--- config.mk ---
export PLATFORM = sky130hd
export DESIGN_NAME = pgwr_engine
export DESIGN_NICKNAME = d
export VERILOG_FILES = /design/src/rtl/pgwr_pkg.sv /design/src/rtl/pgwr_pointer.sv /design/src/rtl/pgwr_buffer.sv /design/src/rtl/pgwr_commit.sv /design/src/rtl/pgwr_engine.sv
export SDC_FILE = /design/constraint.sdc
export NUM_CORES = 1
export LEC_CHECK = 0
export ABC_AREA = 1
export CAP_MARGIN = 40
export CORE_MARGIN = 2
export CORE_UTILIZATION = 35
export CTS_CLUSTER_SIZE = 10
export DETAILED_ROUTE_END_ITERATION = 6
export DONT_BUFFER_PORTS = 1
export SLEW_MARGIN = 15
export SYNTH_ARGS = -nofsm -noshare
export SYNTH_HDL_FRONTEND = slang
export SYNTH_SLANG_ARGS = --single-unit
--- constraint.sdc ---
create_clock -name clk -period 13.4 [get_ports clk]
set_input_delay 4.02 -clock clk [delete_from_list [all_inputs] [get_ports clk]]
set_output_delay 4.02 -clock clk [all_outputs]
set_load 0.03 [all_outputs]
--- src/rtl/pgwr_pkg.sv ---
// Shared types for the page-buffered write engine.
package pgwr_pkg;
    // Pointer update selected for one cycle
    typedef enum logic [1:0] {
        PTR_HOLD,
        PTR_LOAD,
        PTR_STEP_PAGE,
        PTR_STEP_FULL
    } ptr_op_e;

    // Kind of bus transfer in progress
    typedef enum logic [1:0] {
        XF_IDLE,
        XF_WRITE,
        XF_READ
    } xfer_e;
endpackage

--- src/rtl/pgwr_pointer.sv ---
// Address pointer register.
// Loads, steps within a page (the low PW bits wrap), or steps over the full width (rolls over to 0).
// Assumes the caller issues one operation per cycle.
module pgwr_pointer
    import pgwr_pkg::*;
#(
    parameter int AW = 15,
    parameter int PW = 6
) (
    input  logic          clk,
    input  logic          rst_n,
    input  ptr_op_e       op,
    input  logic [AW-1:0] load_val,
    output logic [AW-1:0] ptr
);
    // Apply the selected pointer operation
    always_ff @(posedge clk) begin
        if (!rst_n) begin
            ptr <= '0;
        end else begin
            case (op)
                PTR_LOAD:      ptr <= load_val;
                PTR_STEP_PAGE: ptr <= {ptr[AW-1:PW], ptr[PW-1:0] + PW'(1)};
                PTR_STEP_FULL: ptr <= ptr + AW'(1);
                default:       ptr <= ptr;
            endcase
        end
    end
endmodule

--- src/rtl/pgwr_buffer.sv ---
// Page staging buffer with a per-slot filled mask.
// Gives the lowest filled slot to the commit sequencer.
// Assumes that clearing all slots and clearing one slot never happen in the same cycle.
module pgwr_buffer #(
    parameter int PW = 6,
    parameter int DW = 8
) (
    input  logic          clk,
    input  logic          rst_n,
    input  logic          clr_all,
    input  logic          wr_en,
    input  logic [PW-1:0] wr_idx,
    input  logic [DW-1:0] wr_data,
    input  logic          done_en,
    input  logic [PW-1:0] done_idx,
    output logic [PW-1:0] next_idx,
    output logic [DW-1:0] next_data,
    output logic          any_pending
);
    localparam int SLOTS = 1 << PW;

    logic [DW-1:0]    store [SLOTS];
    logic [SLOTS-1:0] filled;
    logic [SLOTS-1:0] filled_nx;

    // Data storage: needs no reset, because the filled mask guards every read
    always_ff @(posedge clk) begin
        if (wr_en) store[wr_idx] <= wr_data;
    end

    // Next-state of the filled mask
    always_comb begin
        filled_nx = filled;
        if (clr_all) filled_nx = '0;
        if (wr_en)   filled_nx[wr_idx] = 1'b1;
        if (done_en) filled_nx[done_idx] = 1'b0;
    end

    // Filled mask register
    always_ff @(posedge clk) begin
        if (!rst_n) filled <= '0;
        else        filled <= filled_nx;
    end

    // Find the lowest filled slot
    always_comb begin
        next_idx = '0;
        for (int i = SLOTS - 1; i >= 0; i--) begin
            if (filled[i]) next_idx = PW'(i);
        end
    end

    assign any_pending = |filled;
    assign next_data   = store[next_idx];
endmodule

--- src/rtl/pgwr_commit.sv ---
// Commit sequencer.
// After go, writes one filled slot every T_WR cycles until none is left.
// Assumes T_WR >= 2, so that a slot cleared on the write cycle is seen before the interval ends.
module pgwr_commit #(
    parameter int T_WR = 8
) (
    input  logic clk,
    input  logic rst_n,
    input  logic go,
    input  logic any_pending,
    output logic busy,
    output logic we
);
    localparam int TW = (T_WR > 1) ? $clog2(T_WR) : 1;
    localparam logic [TW-1:0] LAST = TW'(T_WR - 1);

    logic          run;
    logic [TW-1:0] timer;

    // Run flag and per-byte interval timer
    always_ff @(posedge clk) begin
        if (!rst_n) begin
            run   <= 1'b0;
            timer <= '0;
        end else if (!run) begin
            timer <= '0;
            if (go && any_pending) run <= 1'b1;
        end else if (timer == LAST) begin
            timer <= '0;
            if (!any_pending) run <= 1'b0;
        end else begin
            timer <= timer + TW'(1);
        end
    end

    assign busy = run;
    assign we   = run && (timer == '0);
endmodule

--- src/rtl/pgwr_engine.sv ---
// Page-buffered write and pointer engine (top).
// Decodes the front-end event pulses, drives the pointer, staging buffer and commit sequencer.
// Assumes at most one event pulse per cycle, and that the front-end stops acknowledging while busy is high.
module pgwr_engine
    import pgwr_pkg::*;
#(
    parameter int AW   = 15,
    parameter int DW   = 8,
    parameter int PW   = 6,
    parameter int T_WR = 8
) (
    input  logic          clk,
    input  logic          rst_n,
    input  logic          addr_ld,
    input  logic [AW-1:0] addr_in,
    input  logic          wr_vld,
    input  logic [DW-1:0] wr_byte,
    input  logic          rd_begin,
    input  logic          rd_ack,
    input  logic          ev_start,
    input  logic          ev_stop,
    input  logic          wp,
    output logic          busy,
    output logic          mem_we,
    output logic [AW-1:0] mem_wa,
    output logic [DW-1:0] mem_wd,
    output logic [AW-1:0] mem_ra
);
    xfer_e         xf, xf_nx;
    ptr_op_e       op;
    logic          stage_en, clr_all, go, any_pending;
    logic [AW-1:0] ptr;
    logic [PW-1:0] slot;
    logic [DW-1:0] slot_data;

    // Event decode: picks the pointer operation, staging and commit start
    always_comb begin
        op       = PTR_HOLD;
        stage_en = 1'b0;
        clr_all  = 1'b0;
        go       = 1'b0;
        xf_nx    = xf;
        if (!busy) begin
            if (addr_ld) begin
                op      = PTR_LOAD;
                clr_all = 1'b1;
                xf_nx   = XF_WRITE;
            end else if (wr_vld && xf == XF_WRITE) begin
                op       = PTR_STEP_PAGE;
                stage_en = 1'b1;
            end else if (rd_begin) begin
                xf_nx = XF_READ;
            end else if (rd_ack && xf == XF_READ) begin
                op = PTR_STEP_FULL;
            end else if (ev_stop) begin
                if (xf == XF_WRITE && !wp) go = 1'b1;
                if (xf == XF_READ) op = PTR_STEP_FULL;
                xf_nx = XF_IDLE;
            end else if (ev_start) begin
                xf_nx = XF_IDLE;
            end
        end
    end

    // Transfer-kind register
    always_ff @(posedge clk) begin
        if (!rst_n) xf <= XF_IDLE;
        else        xf <= xf_nx;
    end

    pgwr_pointer #(.AW(AW), .PW(PW)) u_ptr (
        .clk      (clk),
        .rst_n    (rst_n),
        .op       (op),
        .load_val (addr_in),
        .ptr      (ptr)
    );

    pgwr_buffer #(.PW(PW), .DW(DW)) u_buf (
        .clk         (clk),
        .rst_n       (rst_n),
        .clr_all     (clr_all),
        .wr_en       (stage_en),
        .wr_idx      (ptr[PW-1:0]),
        .wr_data     (wr_byte),
        .done_en     (mem_we),
        .done_idx    (slot),
        .next_idx    (slot),
        .next_data   (slot_data),
        .any_pending (any_pending)
    );

    pgwr_commit #(.T_WR(T_WR)) u_cmt (
        .clk         (clk),
        .rst_n       (rst_n),
        .go          (go),
        .any_pending (any_pending),
        .busy        (busy),
        .we          (mem_we)
    );

    assign mem_wa = {ptr[AW-1:PW], slot};
    assign mem_wd = slot_data;
    assign mem_ra = ptr;
endmodule

-- After elaboration in Yosys (flattened, before gate mapping)
Memories as Yosys holds them, arrays and structs flattened.
Index checks and enable logic that the tools add are counted.
- bits in registers: 85
- bits in writable memories: 512
- input port bits: 32
- output and inout bits: 40
- logic and storage cells: 147
- memories kept: 1
- memories (memory ; depth ; bits a word ; rd ports ; clocked after memory_dff ; write ports ; RTL line ; source):
    u_buf.store ; 64 ; 8 ; 1 ; 0 ; 1 ; pgwr_buffer.sv:22 ; logic [DW-1:0] store [SLOTS];
- add/subtract/negate cells: 3
- magnitude comparators: 4
- equality and inequality tests: 8
- multiplexer cells: 103
- bitwise gates (word level): 6
- reductions and logical operators: 16
- operators by type and width (cell ; number):
    $mux W6 ; 64
    $mux W64 ; 3
    $and A64 B64 Y64 ; 1
    $not A64 Y64 ; 1
    $or A64 B64 Y64 ; 1
    $reduce_or A64 Y1 ; 1
    $pmux W15 S3 ; 1
    $mux W2 ; 13
    $mux W1 ; 20
    $add A15 B1 Y15 const B ; 1
    $lt A6 B7 Y1 const B ; 2
    $demux W1 S6 ; 2
    $ge A6 B1 Y1 const B ; 2
    $logic_and A1 B1 Y1 ; 7
    $add A6 B1 Y6 const B ; 1
    $eq A2 B2 Y1 const B ; 3
    $eq A2 B1 Y1 const B ; 2
    $reduce_and A4 Y1 ; 1
    $reduce_bool A4 Y1 ; 1
    $add A3 B1 Y3 const B ; 1
    $eq A3 B3 Y1 const B ; 1
    $logic_not A3 Y1 ; 1
    $ne A3 B3 Y1 const B ; 1
    $not A1 Y1 ; 3
    6 further kinds ; 6

-- Depth between registers and ports, before layout
Gate-level depths: netlist of run 1.
- word-level depth: 71
- gate-level depth with buffers: 74
- mapped depth without buffers: 72

-- Cells and area by module
A second synthesis of run 1 with hierarchy kept.
- cell total of the unflattened synthesis: 2680
- area total of the unflattened synthesis: 26959.6 sq um
- by module, submodules not included (module ; instances ; cells each ; area each (sq um) ; sequential area each (sq um)):
    pgwr_buffer ; 1 ; 2453 ; 25540.7 ; 16656.0
    pgwr_pointer ; 1 ; 163 ; 989.7 ; 300.3
    pgwr_engine ; 1 ; 43 ; 250.2 ; 40.0
    pgwr_commit ; 1 ; 21 ; 178.9 ; 80.1

-- Worst setup path after synthesis of run 1
OpenSTA, ideal clock, no wires.
- kind: flip-flop to output port
- start point: register u_buf.filled[62]
- end point: output port mem_wd[6]
- data arrival time: 3990 ps
- required time: 9380 ps
- setup slack: 5390 ps
- cell stages (with the launch flop): 75
- path buffers: 2
- cells stage by stage: dfxtp_1 > inv_2 > nand2_1 > nand2_1 > nand2_1 > nand2_1 > nand2_1 > nand2_1 > nand2_1 > nand2_1 > nand2_1 > nand2_1 > nand2_1 > nand2_1 > nand2_1 > nand2_1 > nand2_1 > nand2_1 > [... 39 more ...] > nand2_1 > nand2_1 > nand2_1 > nand2_1 > nand2_1 > nand2_1 > nand2_2 > nand2_4 > buf_4 > buf_2 > nand3_1 > nand2_1 > nor2_1 > nand2_1 > nand2_1 > nand2_1 > nor2_1 > nand2_1
- word-level cells in the longest chain between the ends: 64
- ends and longest elaborated chain (what ; RTL line ; source):
    start: declaration ; pgwr_buffer.sv:23 ; logic [SLOTS-1:0] filled;
    start signal: assignment ; pgwr_buffer.sv:42 ; else filled <= filled_nx;
    $mux W6 (63 in a row) ; pgwr_buffer.sv:49 ; if (filled[i]) next_idx = PW'(i);
    $mem_v2 Z64 W8 ; -- ;
    end: declaration ; pgwr_engine.sv:26 ; output logic [DW-1:0] mem_wd,
No other way between the ends.

-- Worst setup path after layout of run 1
- start point: register u_buf.filled[62]
- end point: output port mem_wd[3]
The elaborated chain is that of the path after synthesis.

==> results of run 1 <==
power by group through the flow:
stage	clock network, W	registers (W)	logic [W]
6_report	0.00171	0.00204	0.0000869
3_5_place_dp	0	0.00208	0.0000842
5_1_grt	0.00181	0.00204	0.0000938
2_1_floorplan	0	0.00207	0.0000644
3_3_place_gp	0	0.00208	0.0000812
4_1_cts	0.00173	0.00204	0.0000844
how the worst max path moves through the flow:
stage	startpoint	to	cells past startpoint
6_report	u_buf.filled[62]	mem_wd[3]	74
5_1_grt	u_buf.filled[62]	mem_wd[3]	74
4_1_cts	u_buf.filled[62]	mem_wd[3]	74
3_5_place_dp	u_buf.filled[62]	mem_wd[7]	74
3_3_place_gp	u_buf.filled[62]	mem_wd[7]	73
2_1_floorplan	u_buf.filled[62]	mem_wd[6]	74
cells in the final DEF, fill, tap and decap left out, types with 3 or more instances in the layout:
cell,synthesis,routed
a21oi_1,15,15
a221oi_1,3,3
a31oi_1,9,9
buf_12,0,3
buf_16,0,3
buf_4,11,56
buf_6,0,9
buf_8,0,3
clkbuf_1,116,17
clkbuf_16,0,72
clkinv_1,4,3
clkinv_2,0,3
dfxtp_1,85,85
edfxtp_1,512,512
ha_1,4,4
inv_1,181,180
inv_2,8,8
nand2_1,592,592
nand3_1,299,299
nand4_1,260,260
nor2_1,330,319
nor2_2,1,8
nor2_4,0,4
nor3_1,14,14
nor4_1,4,4
o211ai_1,3,3
o21ai_0,22,22
o21bai_1,3,3
o221ai_1,39,39
o22ai_1,23,23
o31ai_1,4,4
routing by layer:
metal	vias up	track usage [%]
met4	0	7.290
li1	9100	-
met3	170	5.567
met1	9576	25.41
met5	-	0
met2	868	30.97
metrics by stage:
step / utilization, % / cells
after floorplan: - / 2608
after global placement: 36.30 / 3426
after detailed placement: 36.89 / 3466
after CTS: 39.57 / 3565
after global routing: 39.67 / 3573
final: 39.67 / 3573
state kept, by name, summed over array words and instances (netlist names):
register and flops:
u_cmt.timer 3, xf 2, u_cmt.busy 1, u_buf.filled 64
u_buf.store 512, u_ptr.ptr 15
final cells by class:
type	count	area, sq um
timing repair buffer	75	714.4
clock inverter	9	115.1
fill	7204	44840
tap	969	1212
clock buffer	90	1879
inverter	193	734.5
sequential	597	17080
multi-input combinational	1640	7754
critical path, delay by kind of cell (launching register included):
family,cells,cell delay (ns)
and+or+nand+nor,71,4.85
buffers and inverters,3,0.99
DFF,1,0.36
cell families (layout without fill, tap and decap cells):
| group | after synthesis | in the layout | share of synthesized area, % |
|---|---|---|---|
| and+or+nand+nor | 1504 | 1504 | 25.59 |
| DFF | 597 | 597 | 65.05 |
| buffers and inverters | 371 | 367 | 5.686 |
| AOI/OAI and AO/OA | 131 | 131 | 3.455 |
| adders and majority gates | 4 | 4 | 0.1906 |
| xor gates and xnor gates | 1 | 1 | 0.03337 |
==> flow_summary_export.csv, run 1 <==
group,metric,value,unit
sta,hold_viol_final,0,
sta,whs,0.4657,ns
die,floorplan.initialDensity,35.32,%
run,max_cap_viol_count,0,
sta,post-route-period-util,82.65,%
global_route,grt_max_degree,131,
pwr,swShare,21.05,%
pwr,p_int,0.003023,W
worst_setup_path,cpMostUsedCell,"nand2_1",
routing,routedWlPerCell,21.42,um
place,post_dp_cell_area,27420,sq um
logic_synthesis,synth.avg_cell_area,10.07,sq um
logic_synthesis,yosysMostFrequentCell,"nand2_1",
logic_synthesis,ys_ff_latch,597,
sta,worst_pin_slew,0.9065,ns
routing,drc_errors,0,
routing,routed_wl,76.55,mm
sta,max_slew_margin,39.34,%
logic_synthesis,synth_warnings,0,
pwr,pwr-share-comb,2.3,%
worst_setup_path,r2r_start,"u_buf.filled[62]",
cts,cts_inserted_buffers,71,
routing,top_layer_used,"met4",
hold_path,whs_endpoint,"u_cmt.timer[0]",
pwr,power_switching,0.0008061,W
cts,clkSlewWorstSetupHoldPaths,0.05,ns
worst_setup_path,path_class,"reg -> out",
worst_setup_path,worst_ep_arrival_time,7.05,ns
sta,tns,0,ns
cts,cts-root-buf,"clkbuf_16",
global_route,track_usage,19.54,%
die,rows,100,
sta,min_period,11.07,ns
global_route,grt_pass1_wl,114.9,mm
pwr,leakagePower,11.50,nW
die,coreArea,74320,sq um
final_layout,syn_to_final_growth,12.32,%
logic_synthesis,netlist.top_cell.by_area,"edfxtp_1",
final_layout,diodes,0,
worst_setup_path,crit_required,9.38,ns
pwr,seqPwrFrac,53.2,%
routing,drt_first_pass_iters,6,
worst_setup_path,cp-end-kind,"output pin",
cts,post_cts_resized,0,
routing,antenna_left,0,
global_route,grt-ovfl-total,0,
worst_setup_path,reg2regPathDepth,71,
cts,insertion_delay,0.61,ns
outcome,status,"finished clean",
pwr,clockPowerShare,44.5,%
sta,fin_ws,2.326,ns
cts,cts_tree,"yes",
logic_synthesis,synth_nets,2644,
sta,fmax,0.09030,GHz
die,die_h,277.9,um
cts,cts_sinks,597,
routing,vias,19710,
cts,cts.path.max_buffers,3,
final_layout,layout.nets,2614,
worst_setup_path,critPathMaxStageDelay,0.57,ns
final_layout,final_cell_area,29490,sq um
pwr,ir_worst_vdd,0.08973,mV
cts,cts_hold_buf,0,
routing,vias_per_cell,5.517,
global_route,antenna_found_initial,0,
logic_synthesis,synth.area.top_cells,"edfxtp_1, nand2_1, dfxtp_1",
pwr,power_density,129.9,nW/um^2
routing,routed-wl-met3,7.351,mm
worst_setup_path,critPathSlowestCell,"buf_4",
logic_synthesis,synth_top_cell_area_share,58.56,%
worst_setup_path,cp-start-kind,"register",
cts,post_cts_buffers,0,
logic_synthesis,synth-async-reset-ratio,0,%
place,dpl_worst_slack,3.121,ns
logic_synthesis,ys_top_cells_by_count,"nand2_1, edfxtp_1, nor2_1, nand3_1, nand4_1",
sta,skew,0.01699,ns
place,gp_congestion,0.9081,
worst_setup_path,rr_endpoint,"u_buf.filled[44]",
hold_path,worstHoldStart,"u_cmt.timer[0]",
die,die_w,277.9,um
logic_synthesis,yosysSeqAreaShare,65.05,%
logic_synthesis,synth-main-ff-cell,"edfxtp_1",
worst_setup_path,worst-r2r-setup-slack,6.67,ns
routing,dr_wl_met2,35.33,mm
hold_path,hold_depth,1,
logic_synthesis,synth_cells,2608,
die,die-area,77210,sq um
pwr,power,0.003829,W
cts,htreeDepth,3,
routing,drtIter0Drc,2167,
routing,met1Wirelength,31.32,mm
die,ios,72,
final_layout,drive_above_1_share,6.951,%
sta,drv_slew,0,
sta,rsz0062_at_grt,"no",
logic_synthesis,synth_edf_count,512,
logic_synthesis,synth_cell_types,38,
logic_synthesis,syn_area,26250,sq um
place,hpwl,46.56,mm
hold_path,min_path_type,"reg -> reg",
sta,setup_viol,0,
global_route,grt_pass1_vias,18950,
place,io_buffers,0,
worst_setup_path,worstPathMaxFanout,124,
Power figures use the tool's default switching activity.
==> run 2: changes to the inputs <==
- clock period: 13.4 -> 11.4 ns (I/O delays scaled with it)
==> run 2 against run 1 <==
The run now ends with design-rule violations left. Via count up 0.50%. Setup slack worse by 0.94 ns. Routed wire length up 1.7%. Design area up 0.42%. Sequential power up 17%. Critical path depth down 1. Global-route usage up 0.26 points. Non-clock buffer count up 5.
==> flow_summary_export.csv, run 2 (synthesis gave the netlist of run 1 again) <==
group,metric,value,unit
outcome,status,"finished, violations left",
outcome,failed_checks,"design-rule violations",
cts,cts_inserted_buffers,71,
final_layout,final_cell_mix,"nand2_1, edfxtp_1, nor2_1",
routing,drc_errors,18,
die,ios,72,
pwr,seqPwrFrac,52.7,%
sta,max_slew_margin,40.11,%
die,die-area,77210,sq um
cts,htreeDepth,3,
sta,min_period,10.01,ns
final_layout,top_register,"u_buf.store",
worst_setup_path,crit_path_end,"mem_wd[3]",
routing,routedWlPerCell,21.74,um
sta,drv_slew,0,
final_layout,drive_above_1_share,6.889,%
sta,fmax,0.09986,GHz
hold_path,hold_depth,1,
pwr,power_switching,0.0009413,W
final_layout,instances_no_fill,3582,
routing,antenna_left,0,
die,die_h,277.9,um
cts,cts.path.max_buffers,3,
pwr,p_int,0.003605,W
worst_setup_path,critPathLaunch,"u_buf.filled[63]",
run,max_cap_viol_count,0,
cts,cts-root-buf,"clkbuf_16",
cts,clkSlewWorstSetupHoldPaths,0.05,ns
sta,skew,0.03193,ns
final_layout,syn_to_final_growth,12.79,%
die,floorplan.initialDensity,35.32,%
pwr,ir_worst_vdd,0.1175,mV
cts,cts_tree,"yes",
worst_setup_path,cp-start-kind,"register",
final_layout,diodes,0,
worst_setup_path,worst-r2r-setup-slack,5.38,ns
place,post_dp_cell_area,27510,sq um
worst_setup_path,worstPathMaxFanout,122,
hold_path,min_path_type,"reg -> reg",
routing,vias_per_cell,5.531,
global_route,track_usage,19.80,%
routing,drtIter0Drc,2225,
routing,vias,19810,
pwr,leakagePower,11.57,nW
die,coreArea,74320,sq um
place,gp_congestion,0.9091,
worst_setup_path,cp-end-kind,"output pin",
sta,rsz0062_at_grt,"no",
worst_setup_path,critPathMaxStageDelay,0.37,ns
global_route,grt_max_degree,134,
routing,routed_wl,77.86,mm
sta,setup_viol,0,
worst_setup_path,reg2regPathDepth,71,
cts,cts_hold_buf,0,
cts,insertion_delay,0.61,ns
pwr,power_density,153.5,nW/um^2
sta,worst_pin_slew,0.8951,ns
pwr,pwr-share-comb,2.3,%
sta,tns,0,ns
routing,drt_first_pass_iters,7,
global_route,grt_pass1_wl,117.1,mm
pwr,swShare,20.70,%
cts,post_cts_buffers,0,
die,die_w,277.9,um
final_layout,final_common_cell,"nand2_1",
worst_setup_path,worst_ep_arrival_time,6.59,ns
global_route,grt_pass1_vias,18960,
worst_setup_path,r2r_start,"u_buf.filled[63]",
sta,post-route-period-util,87.84,%
pwr,clockPowerShare,45.1,%
place,hpwl,47.57,mm
cts,cts_sinks,597,
final_layout,layout.nets,2619,
place,dp_cells,3472,
final_layout,reg_top3,"u_buf.store: 512 flops, u_buf.filled: 64 flops, u_ptr.ptr: 15 flops",
worst_setup_path,crit_required,7.98,ns
die,rows,100,
worst_setup_path,path_class,"reg -> out",
worst_setup_path,rr_endpoint,"u_buf.filled[1]",
global_route,grt-ovfl-total,0,
sta,hold_viol_final,0,
final_layout,final_cell_area,29610,sq um
worst_setup_path,cpMostUsedCell,"nand2_1",
place,io_buffers,0,
final_layout,largest_reg_flops,512,
global_route,antenna_found_initial,0,
worst_setup_path,critPathSlowestCell,"dfxtp_1",
cts,post_cts_resized,0,
-- run 2: layout make-up --
type	count	area (sq um)
clock inverter	7	75.07
sequential	597	17080
clock buffer	96	1954
tap	969	1212
timing repair buffer	80	813.3
inverter	193	734.5
multi-input combinational	1640	7744
fill	7160	44710
-- run 2: stage by stage --
step           total power (W)  hold slack, ns  util, %  worst slack, ns
2_1_floorplan         0.002509          0.4173        -            3.990
3_3_place_gp          0.002536          0.4288    36.35            1.813
3_5_place_dp          0.002541          0.4514    37.01            1.954
4_1_cts               0.004582          0.4634    39.74            1.289
5_1_grt               0.004676          0.4972    39.84           0.5948
6_report              0.004546          0.4586    39.84            1.386
-- run 2: worst min path at each step --
stage,start,end,slack (ns)
2_1_floorplan,u_cmt.timer[0],u_cmt.timer[0],0.42
3_3_place_gp,u_cmt.timer[0],u_cmt.timer[0],0.43
3_5_place_dp,u_cmt.timer[0],u_cmt.timer[0],0.45
4_1_cts,u_cmt.timer[0],u_cmt.timer[0],0.46
5_1_grt,u_cmt.timer[0],u_cmt.timer[0],0.50
6_report,u_cmt.timer[0],u_cmt.timer[0],0.46
-- run 2: layer usage --
layer	global-route usage (%)	share of wire [%]
met5	0	0
met4	6.916	2.8
met3	4.430	9.3
met2	31.10	46
met1	26.97	42
-- run 2: critical path, delay by kind of cell, from the launching register on --
family / cells / cell delay [ns]
flops: 1 / 0.37
simple gates: 71 / 4.83
buf+inv: 2 / 0.63
-- run 2: power by group through the flow --
stage | clock network (W) | registers [W] | logic, W
6_report | 0.00205 | 0.00239 | 0.000103
5_1_grt | 0.00217 | 0.00239 | 0.000112
4_1_cts | 0.00209 | 0.00239 | 0.000102
3_5_place_dp | 0 | 0.00244 | 0.000101
3_3_place_gp | 0 | 0.00244 | 0.0000967
2_1_floorplan | 0 | 0.00243 | 0.0000757
